### src/rtl/cvt_pkg.sv
package cvt_pkg;

  typedef enum logic [1:0] {
    OP_CONVERT = 2'b00,
    OP_CALIB   = 2'b01,
    OP_ZERO    = 2'b10,
    OP_NONE    = 2'b11
  } op_e;

  typedef enum logic [2:0] {
    ST_IDLE,
    ST_ACQ,
    ST_SAR,
    ST_SYNC,
    ST_LONG,
    ST_PDN,
    ST_PWRUP
  } st_e;

  // acquisition window: 6, 10, 18, 34 clocks
  function automatic int unsigned acq_cycles(input logic [1:0] sel);
    return (32'd4 << sel) + 32'd2;
  endfunction

endpackage

### src/rtl/cvt_timer.sv
module cvt_timer #(
  parameter int W = 13
) (
  input  logic         clk_i,
  input  logic         rst_ni,
  input  logic         load_i,
  input  logic [W-1:0] load_val_i,
  output logic         zero_o
);

  logic [W-1:0] cnt_q, cnt_d;
  logic         cnt_en;

  always_comb begin
    cnt_en = load_i | (cnt_q != '0);
    cnt_d  = load_i ? load_val_i : (cnt_q - 1'b1);
  end

  always_ff @(posedge clk_i or negedge rst_ni) begin
    if (!rst_ni)     cnt_q <= '0;
    else if (cnt_en) cnt_q <= cnt_d;
  end

  assign zero_o = (cnt_q == '0);

endmodule

### src/rtl/cvt_sar.sv
module cvt_sar #(
  parameter int MAG_W = 12,
  parameter int LO_W  = 8
) (
  input  logic         clk_i,
  input  logic         rst_ni,
  input  logic         clr_i,
  input  logic         en_i,
  input  logic         lo_i,
  input  logic         cmp_i,
  input  logic         commit_i,
  output logic [MAG_W:0] result_o
);

  localparam int SW = $clog2(MAG_W + 2);

  logic [MAG_W:0]  work_q, work_d, res_q;
  logic [SW-1:0]   step_q, step_d, mag_n;
  logic            step_en;

  assign mag_n   = lo_i ? SW'(LO_W) : SW'(MAG_W);
  assign step_en = clr_i | (en_i & (step_q <= mag_n));
  assign step_d  = clr_i ? '0 : (step_q + 1'b1);

  // sign decided at step 0
  assign work_d[MAG_W] = clr_i ? 1'b0 :
                         (en_i && step_q == '0) ? cmp_i : work_q[MAG_W];

  // magnitude bit b decided at step (mag_n - b), MSB first
  for (genvar b = 0; b < MAG_W; b++) begin : g_mag
    logic hit;
    assign hit = en_i && (SW'(b) < mag_n) && (step_q == (mag_n - SW'(b)));
    assign work_d[b] = clr_i ? 1'b0 : (hit ? cmp_i : work_q[b]);
  end

  always_ff @(posedge clk_i or negedge rst_ni) begin
    if (!rst_ni) begin
      work_q <= '0;
      step_q <= '0;
    end else begin
      work_q <= work_d;
      if (step_en) step_q <= step_d;
    end
  end

  always_ff @(posedge clk_i or negedge rst_ni) begin
    if (!rst_ni)       res_q <= '0;
    else if (commit_i) res_q <= work_d;
  end

  assign result_o = res_q;

endmodule

### src/rtl/cvt_ctrl.sv
module cvt_ctrl
  import cvt_pkg::*;
#(
  parameter int TW          = 13,
  parameter int HI_CONV_CYC = 44,
  parameter int LO_CONV_CYC = 21,
  parameter int CAL_CYC     = 4944,
  parameter int AZ_CYC      = 76,
  parameter int SYNC_DLY    = 2,
  parameter int PWRUP_CYC   = 2000
) (
  input  logic          clk_i,
  input  logic          rst_ni,
  input  logic          start_i,
  input  logic          abort_i,
  input  logic          pd_i,
  input  logic [1:0]    op_i,
  input  logic          lo_res_i,
  input  logic [1:0]    acq_sel_i,
  input  logic          tmr_zero_i,
  output logic          tmr_load_o,
  output logic [TW-1:0] tmr_val_o,
  output logic          sar_clr_o,
  output logic          sar_en_o,
  output logic          sar_commit_o,
  output logic          lo_cfg_o,
  output logic          eoc_o,
  output logic          done_o,
  output logic          pwr_phase_o
);

  st_e  st_q, st_d;
  logic cfg_lo_q, cfg_lo_d;
  logic cfg_az_q, cfg_az_d;
  logic eoc_q, done_q, fin;
  logic kick, busy;

  always_comb begin
    st_d         = st_q;
    cfg_lo_d     = cfg_lo_q;
    cfg_az_d     = cfg_az_q;
    tmr_load_o   = 1'b0;
    tmr_val_o    = '0;
    sar_clr_o    = 1'b0;
    sar_en_o     = 1'b0;
    sar_commit_o = 1'b0;
    fin          = 1'b0;
    kick = start_i && (op_i != OP_NONE);
    busy = (st_q == ST_ACQ) || (st_q == ST_SAR) ||
           (st_q == ST_SYNC) || (st_q == ST_LONG);

    if (pd_i) begin
      st_d = ST_PDN;
    end else if (kick && ((st_q == ST_IDLE) || (busy && abort_i))) begin
      tmr_load_o = 1'b1;
      if (op_i == OP_CONVERT) begin
        st_d      = ST_ACQ;
        tmr_val_o = TW'(acq_cycles(acq_sel_i) - 1);
        sar_clr_o = 1'b1;
        cfg_lo_d  = lo_res_i;
      end else begin
        st_d      = ST_SYNC;
        tmr_val_o = TW'(SYNC_DLY - 1);
        cfg_az_d  = (op_i == OP_ZERO);
      end
    end else if (busy && abort_i) begin
      st_d = ST_IDLE;
    end else begin
      unique case (st_q)
        ST_ACQ: if (tmr_zero_i) begin
          st_d       = ST_SAR;
          tmr_load_o = 1'b1;
          tmr_val_o  = cfg_lo_q ? TW'(LO_CONV_CYC - 1) : TW'(HI_CONV_CYC - 1);
        end
        ST_SAR: begin
          sar_en_o = 1'b1;
          if (tmr_zero_i) begin
            st_d         = ST_IDLE;
            sar_commit_o = 1'b1;
            fin          = 1'b1;
          end
        end
        ST_SYNC: if (tmr_zero_i) begin
          st_d       = ST_LONG;
          tmr_load_o = 1'b1;
          tmr_val_o  = cfg_az_q ? TW'(AZ_CYC - 1) : TW'(CAL_CYC - 1);
        end
        ST_LONG: if (tmr_zero_i) begin
          st_d = ST_IDLE;
          fin  = 1'b1;
        end
        ST_PDN: begin
          st_d       = ST_PWRUP;
          tmr_load_o = 1'b1;
          tmr_val_o  = TW'(PWRUP_CYC - 1);
        end
        ST_PWRUP: if (tmr_zero_i) st_d = ST_IDLE;
        default: ;
      endcase
    end
  end

  always_ff @(posedge clk_i or negedge rst_ni) begin
    if (!rst_ni) begin
      st_q     <= ST_IDLE;
      cfg_lo_q <= 1'b0;
      cfg_az_q <= 1'b0;
      eoc_q    <= 1'b1;
      done_q   <= 1'b0;
    end else begin
      st_q     <= st_d;
      cfg_lo_q <= cfg_lo_d;
      cfg_az_q <= cfg_az_d;
      eoc_q    <= (st_d == ST_IDLE);
      done_q   <= fin;
    end
  end

  assign lo_cfg_o    = cfg_lo_q;
  assign eoc_o       = eoc_q;
  assign done_o      = done_q;
  assign pwr_phase_o = (st_q == ST_PDN) || (st_q == ST_PWRUP);

endmodule

### src/rtl/cvt_sequencer.sv
module cvt_sequencer #(
  parameter int MAG_W       = 12,
  parameter int LO_W        = 8,
  parameter int HI_CONV_CYC = 44,
  parameter int LO_CONV_CYC = 21,
  parameter int CAL_CYC     = 4944,
  parameter int AZ_CYC      = 76,
  parameter int SYNC_DLY    = 2,
  parameter int PWRUP_CYC   = 2000
) (
  input  logic           clk_i,
  input  logic           rst_ni,
  input  logic           start_i,
  input  logic           abort_i,
  input  logic           pd_i,
  input  logic [1:0]     op_i,
  input  logic           lo_res_i,
  input  logic [1:0]     acq_sel_i,
  input  logic           cmp_i,
  output logic           eoc_o,
  output logic           done_o,
  output logic [MAG_W:0] result_o
);

  localparam int LONGEST = (CAL_CYC > PWRUP_CYC) ? CAL_CYC : PWRUP_CYC;
  localparam int TW      = $clog2(LONGEST + 1);

  logic [1:0]    rsync_q;
  logic          rst_n_int;
  logic          tmr_load, tmr_zero;
  logic [TW-1:0] tmr_val;
  logic          sar_clr, sar_en, sar_commit, lo_cfg, pwr_phase;

  always_ff @(posedge clk_i or negedge rst_ni) begin
    if (!rst_ni) rsync_q <= '0;
    else         rsync_q <= {rsync_q[0], 1'b1};
  end
  assign rst_n_int = rsync_q[1];

  cvt_ctrl #(
    .TW(TW), .HI_CONV_CYC(HI_CONV_CYC), .LO_CONV_CYC(LO_CONV_CYC),
    .CAL_CYC(CAL_CYC), .AZ_CYC(AZ_CYC), .SYNC_DLY(SYNC_DLY), .PWRUP_CYC(PWRUP_CYC)
  ) u_ctrl (
    .clk_i(clk_i), .rst_ni(rst_n_int),
    .start_i(start_i), .abort_i(abort_i), .pd_i(pd_i),
    .op_i(op_i), .lo_res_i(lo_res_i), .acq_sel_i(acq_sel_i),
    .tmr_zero_i(tmr_zero), .tmr_load_o(tmr_load), .tmr_val_o(tmr_val),
    .sar_clr_o(sar_clr), .sar_en_o(sar_en), .sar_commit_o(sar_commit),
    .lo_cfg_o(lo_cfg), .eoc_o(eoc_o), .done_o(done_o), .pwr_phase_o(pwr_phase)
  );

  cvt_timer #(.W(TW)) u_timer (
    .clk_i(clk_i), .rst_ni(rst_n_int),
    .load_i(tmr_load), .load_val_i(tmr_val), .zero_o(tmr_zero)
  );

  cvt_sar #(.MAG_W(MAG_W), .LO_W(LO_W)) u_sar (
    .clk_i(clk_i), .rst_ni(rst_n_int),
    .clr_i(sar_clr), .en_i(sar_en), .lo_i(lo_cfg), .cmp_i(cmp_i),
    .commit_i(sar_commit), .result_o(result_o)
  );

endmodule

### config.mk
export PLATFORM = sky130hd
export DESIGN_NAME = cvt_sequencer
export DESIGN_NICKNAME = d
export VERILOG_FILES = /design/src/rtl/cvt_pkg.sv /design/src/rtl/cvt_timer.sv /design/src/rtl/cvt_sar.sv /design/src/rtl/cvt_ctrl.sv /design/src/rtl/cvt_sequencer.sv
export SDC_FILE = /design/constraint.sdc
export NUM_CORES = 1
export LEC_CHECK = 0
export BUFFER_PORTS_ARGS = -buffer_cell sky130_fd_sc_hd__buf_2
export CAP_MARGIN = 20
export CORE_AREA = 2 2 64 78
export CTS_CLUSTER_SIZE = 14
export DETAILED_ROUTE_END_ITERATION = 6
export DIE_AREA = 0 0 66 80
export HOLD_SLACK_MARGIN = 0.1
export PLACE_DENSITY = 0.82
export SKIP_CTS_REPAIR_TIMING = 1
export SYNTH_ARGS = -nofsm -noshare
export SYNTH_HDL_FRONTEND = slang
export SYNTH_SLANG_ARGS = --single-unit
export TNS_END_PERCENT = 50
### constraint.sdc
create_clock -name clk_i -period 2.9 [get_ports clk_i]
set_input_delay 0.58 -clock clk_i [delete_from_list [all_inputs] [get_ports clk_i]]
set_output_delay 0.58 -clock clk_i [all_outputs]
set_load 0.05 [all_outputs]
; Word-level counts from Yosys, hierarchy flattened
; Cells that the tools add are included.
[word_totals]
register_bits = 52
latch_bits = 0
ram_bits = 0
rom_bits = 0
inputBits = 11
out_inout_bits = 15
word_cells = 173
mem_count = 0
[classes]
addsub = 15
n_mul = 0
div_mod_pow = 0
n_lt_le_gt_ge = 13
eq_ne = 20
shifts = 1
muxes = 66
bitwise_logic = 5
reduce_logical = 43
[ops]
columns = cell, n
row1 = 13-bit two-way mux, 8
row2 = 4-bit == test, 12
row3 = 1-bit two-way mux, 45
row4 = 13-bit case mux with 3 select lines, 1
row5 = 1-bit logical AND, 28
row6 = "13-bit by 1-bit subtractor with 13-bit output, second input constant", 2
row7 = 3-bit two-way mux, 7
row8 = "3-bit by 4-bit < comparator with 1-bit output, first input constant", 4
row9 = "4-bit < comparator, first input constant", 4
row10 = "4-bit by 3-bit subtractor with 4-bit output, second input constant", 4
row11 = "4-bit subtractor, second input constant", 4
row12 = "13-bit by 2-bit adder with 13-bit output, second input constant", 1
row13 = 13-bit zero test, 1
row14 = 13-bit nonzero test, 1
row15 = "3-bit by 2-bit << shifter with 13-bit output, first input constant", 1
row16 = 3-bit case mux with 4 select lines, 1
row17 = "3-bit == test, second input constant", 3
row18 = "1-bit by 4-bit < comparator with 1-bit output, first input constant", 2
row19 = "2-bit by 4-bit < comparator with 1-bit output, first input constant", 2
row20 = "4-bit by 2-bit subtractor with 4-bit output, second input constant", 2
row21 = "3-bit by 2-bit == test with 1-bit output, second input constant", 2
row22 = 3-bit zero test, 2
row23 = 6-bit two-way mux, 1
row24 = 3-bit AND reduction, 2
row25 = 17 further kinds, 23

; Depth between registers and ports, before layout
; Gate-level depths: netlist (run 1).
[logic_depth]
depth_word = 13
mapped_depth = 10
ltp_nobuf = 7

; Hierarchy
; From an unflattened synthesis (run 1), not the netlist that was laid out.
[hier_totals]
hier_cells = 306
hier_area_um2 = 2944.1
[modules_own_cells]
columns = mod, n_inst, cells_each, area_per_inst_um2, seq_area_each_um2
row1 = cvt_sar, 1, 137, 1465.2, 750.7
row2 = cvt_timer, 1, 82, 767.0, 325.3
row3 = cvt_ctrl, 1, 84, 658.1, 176.4
row4 = cvt_sequencer, 1, 3, 53.8, 50.0

; Worst setup path after synthesis (run 1)
; OpenSTA, ideal clock, no wires.
[synth_path]
path_type = reg2reg
start = reg u_timer.cnt_q[0]
end = reg u_timer.cnt_q[7]
setup_time_ns = 0.140
arrival_time_ns = 2.179
required_ns = 2.760
path_slack_ns = 0.581
path_stages_with_launch = 10
path_buffers = 3
period_less_slack_ns = 2.319
path_cell_list = dfrtp_1 inv_1 ha_1 or3b_2 buf_2 or4_4 buf_6 buf_6 a31oi_1 o21ai_0
[synth_between]
elab_chain_cells = 7
word_cells_on_any_way = 15
classes_between = add/sub: 1 / mux: 11 / bitwise: 1 / reduce/logical: 2
[synth_rtl]
columns = element, line_no
row1 = from (decl), cvt_timer.sv:11  ; logic [W-1:0] cnt_q, cnt_d;
row2 = from (signal assigned), cvt_timer.sv:21  ; else if (cnt_en) cnt_q <= cnt_d;
row3 = 13-bit zero test, cvt_timer.sv:24  ; assign zero_o = (cnt_q == '0);
row4 = 13-bit two-way mux / 1-bit two-way mux (equally long branches), "cvt_ctrl.sv:83, cvt_ctrl.sv:70"
row5 = 13-bit case mux with 3 select lines / 1-bit case mux with 2 select lines (equally long branches), cvt_ctrl.sv:69  ; unique case (st_q)
row6 = 13-bit two-way mux / 1-bit two-way mux (equally long branches), cvt_ctrl.sv:66  ; end else if (busy && abort_i) begin
row7 = 13-bit two-way mux / 1-bit two-way mux (equally long branches), cvt_ctrl.sv:54  ; end else if (kick && ((st_q == ST_IDLE) || (busy && abort_i))) begin
row8 = 13-bit two-way mux / 1-bit two-way mux (equally long branches), cvt_ctrl.sv:52  ; if (pd_i) begin
row9 = 13-bit two-way mux / 1-bit OR (equally long branches), "cvt_timer.sv:16, cvt_timer.sv:15"
; Several ways; a longest one is shown, not always the timed one.
; A chain may end at the register's enable or synchronous reset.

; Worst setup path in the final report (run 1)
[layout_path]
start = reg u_timer.cnt_q[0]
end = reg u_timer.cnt_q[2]
[layout_between]
elab_chain_cells = 7
word_cells_on_any_way = 16
classes_between = add/sub: 1 / mux: 12 / bitwise: 1 / reduce/logical: 2
[layout_rtl]
columns = element, line_no
row1 = 13-bit zero test, cvt_timer.sv:24
row2 = "13-bit two-way mux, or another cell as far along", cvt_ctrl.sv:83  ; ST_SYNC: if (tmr_zero_i) begin
row3 = 13-bit case mux with 3 select lines / 1-bit case mux with 2 select lines (equally long branches), cvt_ctrl.sv:69
row4 = 13-bit two-way mux / 1-bit two-way mux (equally long branches), cvt_ctrl.sv:66
row5 = 13-bit two-way mux / 1-bit two-way mux (equally long branches), cvt_ctrl.sv:54
row6 = 13-bit two-way mux / 1-bit two-way mux (equally long branches), cvt_ctrl.sv:52
row7 = 13-bit two-way mux / 1-bit OR (equally long branches), "cvt_timer.sv:16, cvt_timer.sv:15"
; Several ways; a longest one is shown, not always the timed one.

==> results.yml, run 1 <==
final_layout:
  stdcell_count: 374
  final_common_cell: "dfrtp_1"
  fill_cells: 380
  final_cell_mix: "50 x dfrtp_1, 32 x nand2_1, 31 x nor2_1"
  syn2layout_area_growth_pct: 10.3
  multi_input_area_mm2: 0.00136
  layout.area.seq_mm2: 0.00130
  drive_gt1_share_pct: 17.4
  n_antenna_cell: 0
  layout.nets: 332
  utilization_pct: 67.7
hold_path:
  min_path_type: "reg -> async"
timing:
  setup_viol: 0
  finClkSkew_ns: 0.0131
  rsz0062_at_grt: "false"
  fin_tns_setup_ns: 0
  fin_crit_sh_pct: 87.0
  timing.fmax_ghz: 0.396
  fin_crit_ns: 2.52
  max_slew_margin_pct: 48.3
  drv_slew: 0
  hold_viol: 0
  max_slew.worst_pin.slew_ns: 0.770
synth:
  synthArstFlopShare_pct: 100
  ys.flop_type: "dfrtp_1"
  synth_enable_flop_cells: 0
  syn-num-nets: 309
  synth_seq_cells: 52
  synth_warnings: 0
  syn_area_mm2: 0.00278
  yosysSeqAreaShare_pct: 46.9
  synthDistinctLibCells: 53
  post_synth_inst_count: 292
  syn_avg_cell_area_um2: 9.52
detailed_routing:
  drt_iter0_drc: 128
  drc: 0
  wirelength_mm: 6.13
  ant_nets: 0
  num_vias: 2245
  vias_per_cell: 6.00
  first_pass_iters: 4
  wl_per_cell_um: 16.4
global_routing:
  track_usage_pct: 25.1
  antenna_found_initial: 0
  grt_max_degree: 51
  grt_pass1_wl_mm: 10.2
  grt_pass1_vias: 2243
  grt_overflow: 0
clock_tree:
  numCtsBuffers: 5
  clock-sinks: 52
  htree_levels: 2
  cts_tree: "built"
  clock_tree.root_cell: "clkbuf_8"
  clk_latency_ns: 0.31
  clk_pin_slew_worst_paths_ns: 0.10
  clk_path_buf_depth: 2
worst_setup_path:
  cpMaxStageDelayCell: "or4_4"
  critPathBufInv: 1
  timing.rr.start: "u_timer.cnt_q[0]$_DFFE_PN0P_"
  start_kind: "flop"
  critPathKind: "reg -> reg"
  endpoint_kind: "flop"
  path_delay_family: "simple AND/OR/NAND/NOR gates"
  path_depth: 7
  crit_fanout: 15
  worstReg2RegEnd: "u_timer.cnt_q[2]$_DFFE_PN0P_"
  rrSetupSlack_ns: 0.38
  crit_chain: "inv_1 > ha_1 > or3b_2 > or4_4 > nor3_1 > a211oi_1 > o22ai_1"
  max_stage_delay_ns: 0.67
  ff2ff_path_depth: 7
  arrival_ns: 2.76
  required_ns: 3.13
flow_run:
  maxCapViolations: 0
status:
  status: "complete, no violations"
floorplanning:
  ioPinCount: 26
  fp.dieH_um: 80
  dieArea_mm2: 0.00528
  core_mm2: 0.00453
  row_count: 27
  die_x_um: 66
  initial_core_util_pct: 61.4
placed_design:
  gp_congestion: 0.891
  port_buffers: 25
  hpwl_mm: 4.54
  place_inst: 364
pwr:
  peakVddDrop_v: 0.000343
  p_leak_uw: 0.00145
  powerDensity_mw_per_mm2: 584
==> worst max-delay path by stage <==
stage / start / to / slack, ns
after floorplan: u_timer.cnt_q[0]$_DFFE_PN0P_ / u_timer.cnt_q[7]$_DFFE_PN0P_ / 0.58
after global placement: u_timer.cnt_q[0]$_DFFE_PN0P_ / u_timer.cnt_q[2]$_DFFE_PN0P_ / 0.42
after detailed placement: u_timer.cnt_q[0]$_DFFE_PN0P_ / u_timer.cnt_q[2]$_DFFE_PN0P_ / 0.41
after CTS: u_timer.cnt_q[0]$_DFFE_PN0P_ / u_timer.cnt_q[2]$_DFFE_PN0P_ / 0.40
after global routing: u_timer.cnt_q[0]$_DFFE_PN0P_ / u_ctrl.st_q[1]$_DFF_PN0_ / 0.29
final: u_timer.cnt_q[0]$_DFFE_PN0P_ / u_timer.cnt_q[2]$_DFFE_PN0P_ / 0.38
==> stage by stage <==
stage	worst slack (ns)	hold slack [ns]	total power (µW)	instance area [µm²]
3_5_place_dp	0.414	0.336	1370	2940
3_3_place_gp	0.424	0.335	1350	2940
6_report	0.376	0.171	1790	3070
2_1_floorplan	0.581	0.284	1250	2780
5_1_grt	0.288	0.192	1880	3070
4_1_cts	0.400	0.0254	1800	3040
==> cell type report <==
class / instances / area share (%)
Timing Repair Buffer: 33 / 6.53
Inverter: 9 / 1.10
Sequential cell: 52 / 42.5
Multi-Input combinational cell: 214 / 44.4
Clock inverter: 3 / 0.816
Clock buffer: 5 / 2.24
Tap cell: 58 / 2.37
==> metal layers <==
layer  global-route usage [%]  wire [µm]  vias up
met5                        0          0        -
met4                     9.39        107        0
met3                     4.37        164       12
met2                     46.5       3410       40
met1                     28.5       2440     1122
li1                         -          -     1071
==> logic make-up after synthesis <==
group | after synthesis | share of synthesized area [%]
other | 1 | 0.135
adders and majority gates | 6 | 2.70
DFF | 52 | 46.9
and+or+nand+nor | 123 | 23.5
xor gates and xnor gates | 12 | 3.78
muxes | 14 | 5.04
AOI/OAI and AO/OA | 58 | 13.6
buffers and inverters | 26 | 4.32
==> registers in the layout, indices dropped and copies added (netlist names), 2 cells and up <==
| signal | count |
|---|---|
| rsync_q | 2 |
| u_ctrl.st_q | 3 |
| u_sar.result_o | 13 |
| u_sar.step_q | 4 |
| u_sar.work_q | 13 |
| u_timer.cnt_q | 13 |
==> Yosys cell counts (2+ instances only) <==
| master | n | area share, % |
|---|---|---|
| xnor2_1 | 8 | 2.5 |
| and3_1 | 2 | 0.45 |
| and2_1 | 3 | 0.68 |
| nand2_1 | 32 | 4.3 |
| buf_2 | 6 | 1.1 |
| mux2i_1 | 14 | 5.0 |
| buf_6 | 2 | 0.81 |
| nand4_1 | 2 | 0.45 |
| nor2_1 | 31 | 4.2 |
| a31oi_1 | 6 | 1.4 |
| clkbuf_1 | 9 | 1.2 |
| a211oi_1 | 3 | 0.81 |
| dfrtp_1 | 51 | 46 |
| nor2b_1 | 4 | 0.90 |
| ha_1 | 6 | 2.7 |
| nor2_2 | 2 | 0.45 |
| xor2_1 | 4 | 1.3 |
| nand3_1 | 12 | 2.2 |
| inv_1 | 9 | 1.2 |
| a32oi_1 | 3 | 0.95 |
| a21oi_1 | 9 | 1.6 |
| or4_1 | 4 | 1.1 |
| nor3_1 | 8 | 1.4 |
| or2_2 | 3 | 0.68 |
| o21ai_0 | 15 | 2.7 |
| o31ai_1 | 9 | 2.4 |
| o31a_1 | 2 | 0.63 |
| and4bb_2 | 2 | 0.90 |
| nand2b_1 | 2 | 0.45 |
| nor4_1 | 2 | 0.45 |
| nor4b_1 | 3 | 0.95 |
| a21o_1 | 2 | 0.54 |
| and3b_1 | 2 | 0.63 |
==> power breakdown <==
group	switching (µW)	leakage [µW]	internal [µW]	total, µW
combinational	248	0.000742	189	437
sequential	108	0.000667	816	924
clock	254	0.0000452	176	431
No activity file was read; power rests on OpenSTA's default activity.
==> inputs of run 2 (changes only) <==
--- a/config.mk
+++ b/config.mk
@@ -13,6 +13,7 @@
 export DIE_AREA = 0 0 66 80
 export HOLD_SLACK_MARGIN = 0.1
 export PLACE_DENSITY = 0.82
+export REMOVE_ABC_BUFFERS = 1
 export SKIP_CTS_REPAIR_TIMING = 1
 export SYNTH_ARGS = -nofsm -noshare
 export SYNTH_HDL_FRONTEND = slang
==> run 2 against run 1 <==
Maximum frequency rose by 0.78%. Via count fell by 1.5%. Flip-flop and latch count did not move. Count of clock-buffer cells in the layout rose by 2.
==> results.yml, run 2 (synthesis results as in run 1) <==
timing:
  max_slew_margin_pct: 41.2
  timing.fmax_ghz: 0.399
  rsz0062_at_grt: "false"
  fin_crit_ns: 2.50
  finClkSkew_ns: 0.00592
  fin_tns_setup_ns: 0
  hold_viol: 0
  drv_slew: 0
  fin_crit_sh_pct: 86.4
  setup_viol: 0
  hold_slack_ns: 0.271
  max_slew.worst_pin.slew_ns: 0.875
clock_tree:
  clock_tree.root_cell: "clkbuf_8"
  clk_latency_ns: 0.30
  cts_tree: "built"
  clock-sinks: 52
  htree_levels: 2
  clk_path_buf_depth: 2
  numCtsBuffers: 5
  clk_pin_slew_worst_paths_ns: 0.09
global_routing:
  grt_overflow: 0
  grt_pass1_vias: 2228
  antenna_found_initial: 0
  grt_max_degree: 51
  track_usage_pct: 24.2
  grt_pass1_wl_mm: 9.80
worst_setup_path:
  crit_fanout: 7
  crit_path_start: "u_timer.cnt_q[1]$_DFFE_PN0P_"
  required_ns: 3.05
  timing.rr.start: "u_timer.cnt_q[1]$_DFFE_PN0P_"
  endpoint_kind: "flop"
  start_kind: "flop"
  critPathKind: "reg -> reg"
  arrival_ns: 2.65
detailed_routing:
  first_pass_iters: 4
  drt_iter0_drc: 125
  num_vias: 2211
  vias_per_cell: 5.93
  drc: 0
  wirelength_mm: 5.74
  ant_nets: 0
  wl_per_cell_um: 15.4
pwr:
  powerDensity_mw_per_mm2: 575
  p_leak_uw: 0.00145
  peakVddDrop_v: 0.000294
hold_path:
  min_path_type: "reg -> async"
floorplanning:
  core_mm2: 0.00453
  fp.dieH_um: 80
  dieArea_mm2: 0.00528
  ioPinCount: 26
  die_x_um: 66
  initial_core_util_pct: 61.4
  row_count: 27
final_layout:
  layout.nets: 331
  syn2layout_area_growth_pct: 10.3
  final_common_cell: "dfrtp_1"
  n_antenna_cell: 0
  final_cell_mix: "50 x dfrtp_1, 32 x nand2_1, 31 x nor2_1"
  drive_gt1_share_pct: 16.8
  fill_cells: 381
status:
  status: "complete, no violations"
flow_run:
  maxCapViolations: 0
placed_design:
  gp_congestion: 0.917
  port_buffers: 25
  hpwl_mm: 4.14
[run 2: area by class of cell]
cell class / instances / area, µm² / area share (%)
multi-input cells: 214 / 1360 / 44.4
flip-flops and latches: 52 / 1300 / 42.5
repair buffers: 32 / 200 / 6.53
clock buffers: 7 / 86.3 / 2.82
well taps: 58 / 72.6 / 2.37
inverters: 9 / 33.8 / 1.10
clock inverters: 1 / 7.51 / 0.245
[run 2: worst max-delay path, stage by stage (launching register included)]
cell and delay [ns]:
dfrtp_1 0.40, inv_1 0.09, ha_1 0.17, or3b_2 0.57, nor4_4 0.48, buf_4 0.22, a21oi_1 0.04, a211oi_1 0.31
a31oi_1 0.07
[run 2: path summary, 6_finish.rpt]
kind | slack [ns] | end | depth (start not counted)
setup / recovery | 0.40 | u_timer.cnt_q[8]$_DFFE_PN0P_ | 8
min in group clk_i | 0.36 | rsync_q[1]$_DFF_PN0_ | 0
max in group asynchronous | 2.04 | u_ctrl.eoc_o$_DFF_PN1_ | 1
setup reg to reg | 0.40 | u_timer.cnt_q[8]$_DFFE_PN0P_ | 8
hold reg to reg | 0.27 | u_timer.cnt_q[8]$_DFFE_PN0P_ | 0
hold / removal | 0.27 | u_timer.cnt_q[8]$_DFFE_PN0P_ | 0
[run 2: where the power goes]
group	switching, µW	leakage, µW	internal [µW]
Sequential	102	0.000667	816
Clock	230	0.0000445	194
Combinational	235	0.000742	186
[run 2: per-layer routing]
metal,track usage [%],up-vias,share of wire [%]
met2,44.0,56,52
li1,-,1074,-
met1,28.4,1070,42
met5,0,-,0
met4,7.35,0,1.5
met3,4.80,11,4.3
[run 2: through the flow]
stage / utilization, % / power (µW) / cell area, µm² / setup slack [ns] / std cells
floorplan: - / 1230 / 2690 / 0.240 / 275
CTS: 66.9 / 1760 / 3030 / 0.388 / 371
detailed placement: 64.8 / 1340 / 2930 / 0.425 / 363
global placement: 64.8 / 1330 / 2930 / 0.455 / 363
global route: 67.7 / 1880 / 3070 / 0.215 / 373
finish: 67.7 / 1760 / 3070 / 0.395 / 373
==> inputs of run 3 (changes only) <==
--- a/config.mk
+++ b/config.mk
@@ -5,14 +5,14 @@
 export SDC_FILE = /design/constraint.sdc
 export NUM_CORES = 1
 export LEC_CHECK = 0
+export ABC_AREA = 1
 export BUFFER_PORTS_ARGS = -buffer_cell sky130_fd_sc_hd__buf_2
 export CAP_MARGIN = 20
-export CORE_AREA = 2 2 64 78
+export CORE_AREA = 2 2 83 101
 export CTS_CLUSTER_SIZE = 14
 export DETAILED_ROUTE_END_ITERATION = 6
-export DIE_AREA = 0 0 66 80
+export DIE_AREA = 0 0 85 103
 export HOLD_SLACK_MARGIN = 0.1
-export PLACE_DENSITY = 0.82
 export REMOVE_ABC_BUFFERS = 1
 export SKIP_CTS_REPAIR_TIMING = 1
 export SYNTH_ARGS = -nofsm -noshare
==> run 3 against run 2 <==
Synthesized area up 8.7%. Sequential share of layout area shrank 3.3 points. Die area rose by 66%. First-iteration DRC count fell by 9.6%. Power increased by 40%. Flip-flop and latch count stayed put. Worst setup slack better by 0.27 ns. Count of clock-buffer cells in the layout fell by 1. Sequential power is 15% higher. Critical path type unchanged. Critical endpoint is now u_timer.cnt_q[2]$_DFFE_PN0P_. Largest power group unchanged.
==> results.yml, run 3 <==
synth:
  yosys.area.top_type: "dfrtp_1"
  synthTopCellsByArea: "dfrtp_1 42%, nand2_1 11%, nand3_1 7.3%"
  yosysSeqAreaShare_pct: 43.1
  synth_top_area_share_pct: 42.3
  synthArstFlopShare_pct: 100
  synthDistinctLibCells: 39
  synthTopCellsByCount: "88 x nand2_1, 51 x dfrtp_1, 49 x inv_1, 44 x nand3_1, 25 x nor2_1"
  post_synth_inst_count: 381
  syn_area_mm2: 0.00302
  synth_warnings: 0
  synth_seq_cells: 52
  ys.flop_type: "dfrtp_1"
  syn_avg_cell_area_um2: 7.93
  synth_most_common_cell: "nand2_1"
  synth_enable_flop_cells: 0
worst_setup_path:
  crit_fanout: 14
  endpoint_kind: "flop"
  crit_path_start: "u_timer.cnt_q[0]$_DFFE_PN0P_"
  timing.rr.start: "u_timer.cnt_q[0]$_DFFE_PN0P_"
  start_kind: "flop"
  ff2ff_path_depth: 11
  critPathBufInv: 1
  path_depth: 11
  required_ns: 3.11
  critPathKind: "reg -> reg"
  path_delay_family: "simple AND/OR/NAND/NOR gates"
  arrival_ns: 2.44
  cpMaxStageDelayCell: "dfrtp_1"
  worstReg2RegEnd: "u_timer.cnt_q[2]$_DFFE_PN0P_"
  rrSetupSlack_ns: 0.66
  max_stage_delay_ns: 0.41
  crit_chain: "inv_1 > ha_1 > nand3_2 > nor2_8 > nand2_1 > nand2_1 > nand2_2 > nand2_2 > o21ai_0 > nor2_1 > nor2_1"
final_layout:
  fill_cells: 817
  fin_area_mm2: 0.00332
  syn2layout_area_growth_pct: 10.0
  multi_input_area_mm2: 0.00142
  layout.area.seq_mm2: 0.00130
  final_common_cell: "nand2_1"
  layout.nets: 424
  final_cell_mix: "88 x nand2_1, 50 x dfrtp_1, 49 x inv_1"
  n_antenna_cell: 0
  drive_gt1_share_pct: 18.6
  stdcell_count: 503
clock_tree:
  numCtsBuffers: 5
  clk_latency_ns: 0.31
  htree_levels: 2
  clk_path_buf_depth: 2
  cts_tree: "built"
  clk_pin_slew_worst_paths_ns: 0.09
  clock_tree.root_cell: "clkbuf_8"
  clock-sinks: 52
hold_path:
  min_path_type: "reg -> async"
detailed_routing:
  drc: 0
  first_pass_iters: 4
  wirelength_mm: 6.40
  drt_iter0_drc: 113
  ant_nets: 0
  wl_per_cell_um: 12.7
  vias_per_cell: 5.03
  num_vias: 2529
timing:
  fin_crit_sh_pct: 77.2
  max_slew_margin_pct: 57.3
  timing.fmax_ghz: 0.447
  fin_crit_ns: 2.24
  fin_tns_setup_ns: 0
  drv_slew: 0
  finClkSkew_ns: 0.00693
  max_slew.worst_pin.slew_ns: 0.640
  setup_ws_ns: 0.661
  rsz0062_at_grt: "false"
  hold_viol: 0
  setup_viol: 0
global_routing:
  grt_overflow: 0
  track_usage_pct: 15.8
  grt_pass1_vias: 2476
  antenna_found_initial: 0
  grt_pass1_wl_mm: 11.2
  grt_max_degree: 33
pwr:
  p_leak_uw: 0.00180
  power.total_uw: 2460
  powerDensity_mw_per_mm2: 742
  peakVddDrop_v: 0.000345
floorplanning:
  fp.dieH_um: 103
  initial_core_util_pct: 38.3
  die_x_um: 85
  dieArea_mm2: 0.00876
  core_mm2: 0.00788
  row_count: 36
  ioPinCount: 26
flow_run:
  maxCapViolations: 0
placed_design:
  place_inst: 494
  gp_congestion: 0.824
  port_buffers: 25
  hpwl_mm: 4.86
  postPlaceCellArea_mm2: 0.00322
  place_ws_ns: 0.570
status:
  status: "complete, no violations"
## run 3: cell types whose count changed after synthesis, sizes merged, moves of 4 or more
cell    delta
nor2b      -4
nand2     +63
nand4     +18
xnor2      -6
mux2i     -14
o211ai     +4
o31ai      -9
inv       +51
clkbuf     -9
a31oi      -6
or4        -5
nand3     +33
## run 3: cell type report
cell class / count / area share (%)
Tap cell: 95 / 3.58
Multi-Input combinational cell: 259 / 42.6
Timing Repair Buffer: 28 / 4.89
Clock inverter: 2 / 0.301
Sequential cell: 52 / 39.2
Clock buffer: 6 / 2.48
Inverter: 61 / 6.89
## run 3: layer usage
layer  part of all wire (%)  global-route usage, %  up-vias
met5                      0                      0        -
met3                    3.0                   2.88        9
li1                       -                      -     1289
met4                    1.5                   4.40        0
met1                     43                   18.4     1190
met2                     52                   29.7       41
## run 3: cells by family (layout without fill, tap and decap cells)
logic type	after synthesis	in the layout	share of synthesized area [%]
buffers and inverters	70	97	9.98
XOR/XNOR	8	8	2.32
other	1	1	0.124
AND/OR/NAND/NOR	204	204	33.0
AO/OA/AOI/OAI	40	40	8.95
flip-flops	52	52	43.1
adder cells (fa/ha/maj)	6	6	2.49
## run 3: how the worst max path moves through the flow
| stage | to |
|---|---|
| finish | u_timer.cnt_q[2]$_DFFE_PN0P_ |
| global route | u_timer.cnt_q[2]$_DFFE_PN0P_ |
| global placement | u_sar.result_o[5]$_DFFE_PN0P_ |
| detailed placement | u_sar.result_o[4]$_DFFE_PN0P_ |
| CTS | u_timer.cnt_q[2]$_DFFE_PN0P_ |
| floorplan | u_sar.result_o[10]$_DFFE_PN0P_ |
## run 3: metrics by stage
| stage | hold WS [ns] | util, % |
|---|---|---|
| after floorplan | 0.284 | - |
| after global placement | 0.338 | 40.6 |
| after detailed placement | 0.218 | 40.9 |
| after CTS | 0.0335 | 42.0 |
| after global routing | 0.241 | 42.2 |
| final | 0.207 | 42.2 |
## run 3: worst reg2reg max path: cells and delay by family (launching register included)
kind / cells / cell delay, ns
AO/OA/AOI/OAI: 1 / 0.11
adder cells (fa/ha/maj): 1 / 0.21
buffers and inverters: 1 / 0.11
flip-flops: 1 / 0.41
AND/OR/NAND/NOR: 8 / 1.30
## run 3: report_power, final
part | total [µW] | leakage, µW | internal (µW) | switching [µW]
sequential | 1060 | 0.000650 | 920 | 142
clock | 429 | 0.0000510 | 191 | 238
combinational | 973 | 0.00110 | 341 | 633
total | 2460 | 0.00180 | 1450 | 1010
